==> src/rtl/hsa_pkg.sv <==
package hsa_pkg;
  typedef enum logic [2:0] {
    ST_IDLE = 3'd0,
    ST_REQ  = 3'd1,
    ST_SYNC = 3'd2,
    ST_BUS  = 3'd3,
    ST_STRB = 3'd4,
    ST_DONE = 3'd5,
    ST_REL  = 3'd6
  } seq_state_t;
endpackage

==> src/rtl/hsa_seq.sv <==
module hsa_seq
  import hsa_pkg::*;
#(
  parameter int DLY = 4
) (
  input  logic clk,
  input  logic rst_n,
  input  logic access,
  input  logic hlda,
  output logic hold,
  output logic grant_flag,
  output logic strb_flag,
  output logic done_flag
);
  localparam int CW = (DLY > 1) ? $clog2(DLY) : 1;
  localparam logic [CW-1:0] CNT_LAST = CW'(DLY - 1);

  seq_state_t state_q, state_d;
  logic [CW-1:0] cnt_q, cnt_d;
  logic cnt_en, cnt_last, counting;

  assign cnt_last = (cnt_q == CNT_LAST);
  assign counting = (state_q == ST_SYNC) || (state_q == ST_BUS) ||
                    (state_q == ST_STRB);

  // next-state process
  always_comb begin
    state_d = state_q;
    unique case (state_q)
      ST_IDLE: if (access) state_d = ST_REQ;
      ST_REQ:  if (!access) state_d = ST_REL;
               else if (hlda) state_d = ST_SYNC;
      ST_SYNC: if (!access) state_d = ST_REL;
               else if (cnt_last) state_d = ST_BUS;
      ST_BUS:  if (!access) state_d = ST_REL;
               else if (cnt_last) state_d = ST_STRB;
      ST_STRB: if (!access) state_d = ST_REL;
               else if (cnt_last) state_d = ST_DONE;
      ST_DONE: if (!access) state_d = ST_REL;
      ST_REL:  state_d = ST_IDLE;
      default: state_d = ST_IDLE;
    endcase
  end

  // delay counter: restart on each phase change, advance inside timed phases
  always_comb begin
    cnt_en = 1'b0;
    cnt_d  = cnt_q;
    if (state_d != state_q) begin
      cnt_en = 1'b1;
      cnt_d  = '0;
    end else if (counting) begin
      cnt_en = 1'b1;
      cnt_d  = cnt_q + 1'b1;
    end
  end

  // register process
  always_ff @(posedge clk or negedge rst_n) begin
    if (!rst_n) begin
      state_q <= ST_IDLE;
      cnt_q   <= '0;
    end else begin
      state_q <= state_d;
      if (cnt_en) cnt_q <= cnt_d;
    end
  end

  assign hold       = (state_q != ST_IDLE);
  assign grant_flag = (state_q == ST_BUS) || (state_q == ST_STRB) ||
                      (state_q == ST_DONE);
  assign strb_flag  = (state_q == ST_STRB) || (state_q == ST_DONE);
  assign done_flag  = (state_q == ST_DONE);
endmodule

==> src/rtl/hsa_outs.sv <==
module hsa_outs (
  input  logic hold,
  input  logic hlda,
  input  logic grant_flag,
  input  logic strb_flag,
  input  logic done_flag,
  input  logic access,
  input  logic ext_rd,
  input  logic ext_wr,
  output logic buf_en,
  output logic data_dir,
  output logic loc_rd,
  output logic loc_wr,
  output logic loc_oe,
  output logic ready
);
  // buffers open only when the owner has yielded its bus
  assign buf_en   = grant_flag & hold & hlda;
  assign data_dir = ext_rd;
  assign loc_oe   = buf_en;
  assign loc_rd   = buf_en & strb_flag & ext_rd;
  assign loc_wr   = buf_en & strb_flag & ext_wr;
  assign ready    = ~access | (done_flag & buf_en);
endmodule

==> src/rtl/hold_share_arb.sv <==
module hold_share_arb #(
  parameter int DLY = 4
) (
  input  logic clk,
  input  logic rst_n,
  input  logic win_sel,
  input  logic ext_rd,
  input  logic ext_wr,
  input  logic hlda,
  output logic hold,
  output logic addr_buf_en,
  output logic data_buf_en,
  output logic data_dir,
  output logic loc_rd,
  output logic loc_wr,
  output logic loc_oe,
  output logic ready
);
  logic access, grant_flag, strb_flag, done_flag, buf_en;

  assign access = win_sel & (ext_rd | ext_wr);

  hsa_seq #(.DLY(DLY)) u_seq (
    .clk        (clk),
    .rst_n      (rst_n),
    .access     (access),
    .hlda       (hlda),
    .hold       (hold),
    .grant_flag (grant_flag),
    .strb_flag  (strb_flag),
    .done_flag  (done_flag)
  );

  hsa_outs u_outs (
    .hold       (hold),
    .hlda       (hlda),
    .grant_flag (grant_flag),
    .strb_flag  (strb_flag),
    .done_flag  (done_flag),
    .access     (access),
    .ext_rd     (ext_rd),
    .ext_wr     (ext_wr),
    .buf_en     (buf_en),
    .data_dir   (data_dir),
    .loc_rd     (loc_rd),
    .loc_wr     (loc_wr),
    .loc_oe     (loc_oe),
    .ready      (ready)
  );

  assign addr_buf_en = buf_en;
  assign data_buf_en = buf_en;
endmodule

==> config.mk <==
export PLATFORM = sky130hd
export DESIGN_NAME = hold_share_arb
export DESIGN_NICKNAME = d
export VERILOG_FILES = /design/src/rtl/hsa_pkg.sv /design/src/rtl/hsa_seq.sv /design/src/rtl/hsa_outs.sv /design/src/rtl/hold_share_arb.sv
export SDC_FILE = /design/constraint.sdc
export NUM_CORES = 1
export LEC_CHECK = 0
export ABC_AREA = 1
export BUFFER_PORTS_ARGS = -buffer_cell sky130_fd_sc_hd__buf_2
export CORE_MARGIN = 8
export CORE_UTILIZATION = 25
export CTS_CLUSTER_DIAMETER = 100
export CTS_CLUSTER_SIZE = 28
export DETAILED_ROUTE_END_ITERATION = 16
export PLACE_DENSITY = 0.43
export SETUP_SLACK_MARGIN = 0.05
export SKIP_CTS_REPAIR_TIMING = 1
export SLEW_MARGIN = 20
export SYNTH_ARGS = -nofsm -noshare
export SYNTH_HDL_FRONTEND = slang
export SYNTH_SLANG_ARGS = --single-unit
==> constraint.sdc <==
create_clock -name clk -period 1.33 [get_ports clk]
set_clock_uncertainty 0.2 [all_clocks]
set_input_delay 0.0665 -clock clk [delete_from_list [all_inputs] [get_ports clk]]
set_output_delay 0.0665 -clock clk [all_outputs]
set_load 0.02 [all_outputs]
==> impl_metrics.json <==
{
  "via_per_inst": 4.203,
  "synth_xor_area_frac": 0.01966,
  "synth-simple-area-share": 0.4017,
  "antenna_found_initial": 0,
  "drc_errors": 0,
  "fin_hold_ws_ps": 99.50,
  "path_cells": "buf_4 > nand3_4 > buf_6 > o21ai_4 > buf_6",
  "synth.distinct_cells": 18,
  "clkPwrFrac": 0.079,
  "dieArea_mm2": 0.003388,
  "drt_iter0_drc": 8,
  "dpl.cell_count": 123,
  "synth_edf_count": 0,
  "ys_ff_latch": 5,
  "violations": "setup timing",
  "chipHeight_um": 58.21,
  "worstReg2RegStart": "u_seq.state_q[2]$_DFF_PN0_",
  "tightestPinTransition_ps": 237.0,
  "postRouteAntennaNets": 0,
  "critPathCaptureType": "output port",
  "initial_core_util": 0.2608,
  "reg2reg_slack_ps": -210,
  "cp_top_family": "buffers and inverters",
  "combPwrFrac": 0.769,
  "hold_violations": 0,
  "cts_tree": "done",
  "min_period_ps": 1595,
  "synth_top_family_by_area": "simple AND/OR/NAND/NOR gates",
  "wirelength_mm": 1.484,
  "cap_violations": 0,
  "io_pins": 14,
  "cts_buffers": 3,
  "synth_fa_ha_area_frac": 0.02809,
  "place_congestion": 0.7907,
  "synthCells": 73,
  "critPathBufInv": 3,
  "wl_per_cell_um": 10.75,
  "crit_start": "u_seq.state_q[0]$_DFF_PN0_",
  "syn_area_um2": 445.4,
  "syn_area_per_cell_um2": 6.102,
  "drive_above_1_share": 0.6106,
  "overflow": 0,
  "power_density_mw_per_mm2": 2379,
  "num-nets-final": 121,
  "root_buffer": "clkbuf_4",
  "synth.area.mux_share": 0.02528,
  "clk_pin_slew_worst_paths_ps": 40,
  "crit_path_max_incr_delay_ps": 420,
  "outcome": "complete, but fails checks",
  "cts.sink_count": 5,
  "clockBufferDepth": 2,
  "diodes": 0,
  "dp_hpwl_mm": 1.049,
  "p_int_uw": 1209,
  "critical_path_class": "reg -> out",
  "fin_crit_sh": 1.199,
  "p_seq_frac": 0.152,
  "hold_path.startpoint": "win_sel",
  "port_buffers": 13,
  "final_util": 0.5326,
  "synthArstFlopShare": 1.000,
  "maxSlewViolCount": 0,
  "cpMaxStageDelayCell": "dfrtp_2",
  "start_kind": "flop",
  "ys_seq_area_frac": 0.2809,
  "synth_compound_area_frac": 0.09270,
  "cp.arrival_ps": 1330,
  "crit_top_cell": "buf_6",
  "synth_warnings": 0,
  "fp.dieW_um": 58.21,
  "grt_use_total": 0.07834,
  "rsz0062_at_grt": "yes",
  "nFillCells": 158,
  "ys.flop_type": "dfrtp_1",
  "num_rows": 15,
  "required_ps": 1060,
  "vias": 580,
  "grt_max_degree": 10,
  "clk_latency_ps": 240,
  "first_pass_iters": 4,
  "switching_share": 0.4414,
  "p_leak_uw": 0.0004748,
  "fmax_mhz": 627.0,
  "switchingPower_uw": 955.1,
  "coreArea_mm2": 0.001708,
  "grt_pass1_wl_mm": 2.139,
  "peakVddDrop_v": 0.001119,
  "relSlewSlack": 0.8415,
  "synth_nets": 80,
  "setup_viol": 12,
  "final_cells": 138,
  "worst_slack_ps": -264.9,
  "grt_pass1_vias": 503,
  "syn2layout_area_growth_pct": 104.2,
  "hp-class": "in -> reg",
  "cts.htree.levels": 1,
  "critPathMaxFanout": 5
}
-- logic make-up after synthesis --
kind of cell	after synthesis
xor gates and xnor gates	1
buffers and inverters	15
muxes	1
DFF	5
and+or+nand+nor	43
AOI/OAI and AO/OA	7
adders and majority gates	1
-- final cells by class --
cell class / count / area (um^2) / share of cell area
multi-input combinational: 53 / 341.6 / 0.3755
inverter: 12 / 53.80 / 0.05915
sequential: 5 / 128.9 / 0.1417
tap: 25 / 31.28 / 0.03439
timing repair buffer: 39 / 327.8 / 0.3604
clock buffer: 4 / 26.28 / 0.02889
-- stage by stage --
stage	power [uW]	setup WS, ps	setup TNS [ps]	cell area, um^2
after global routing	2332	-331.6	-3118	909.6
after global placement	1453	-240.4	-1164	664.4
after CTS	1629	-353.8	-2654	690.7
after detailed placement	1446	-215.3	-1027	664.4
final	2164	-264.9	-2243	909.6
after floorplan	975.1	-105.6	-258.0	478.0
-- layout by cell type, fill, tap and decap left out --
cell,n
nand2_1,20
buf_4,19
buf_6,12
nand2_2,7
inv_1,6
buf_2,6
nand3_1,5
nor2_1,4
inv_2,3
clkbuf_4,3
dfrtp_2,3
nor2_4,2
nand3_4,2
a21oi_1,2
o21ai_2,2
dlygate4sd3_1,2
dfrtp_1,2
clkinv_4,1
inv_4,1
nand4_1,1
nor2_2,1
nand3_2,1
clkinv_2,1
o21ai_4,1
o21bai_2,1
xor2_1,1
a21oi_2,1
mux2_4,1
ha_2,1
clkbuf_1,1
-- tightest hold or removal path: cells and delay by family --
family                 cells  cell delay [ps]
buffers and inverters      2              210
AND/OR/NAND/NOR            3              230
-- worst paths after layout --
kind | to | cells past startpoint
worst max-delay path | loc_oe | 5
worst min-delay path | u_seq.state_q[1]$_DFF_PN0_ | 5
worst max register to register | u_seq.cnt_q[1]$_DFFE_PN0P_ | 9
worst min register to register | u_seq.cnt_q[0]$_DFFE_PN0P_ | 4
max in group asynchronous | u_seq.state_q[0]$_DFF_PN0_ | 3
min in group asynchronous | u_seq.state_q[1]$_DFF_PN0_ | 3
-- metal layers --
| layer | routed length, um | vias up | track usage | share of wire |
|---|---|---|---|---|
| met4 | 0 | 0 | 0.03147 | 0 |
| li1 | - | 309 | - | - |
| met1 | 649 | 256 | 0.09285 | 0.44 |
| met2 | 769 | 15 | 0.1306 | 0.52 |
| met5 | 0 | - | 0 | 0 |
| met3 | 64 | 0 | 0.01987 | 0.043 |
-- synth_stat cells, types with 2 or more instances --
master | n | share of area
a21oi_1 | 3 | 0.034
buf_4 | 3 | 0.051
dfrtp_1 | 5 | 0.28
inv_1 | 6 | 0.051
inv_2 | 5 | 0.042
nand2_1 | 26 | 0.22
nand3_1 | 8 | 0.090
nor2_1 | 6 | 0.051
o21ai_0 | 2 | 0.022
-- power by group through the flow --
stage	sequential (uW)	combinational, uW	clock (uW)
2_1_floorplan	293	682	0
3_3_place_gp	302	1150	0
3_5_place_dp	301	1140	0
4_1_cts	299	1150	181
5_1_grt	338	1800	198
6_report	329	1660	172
-- registers in the layout, indices dropped and copies added (netlist names) --
signal	count
u_seq.cnt_q	2
u_seq.state_q	3
Power figures use the tool's default switching activity.
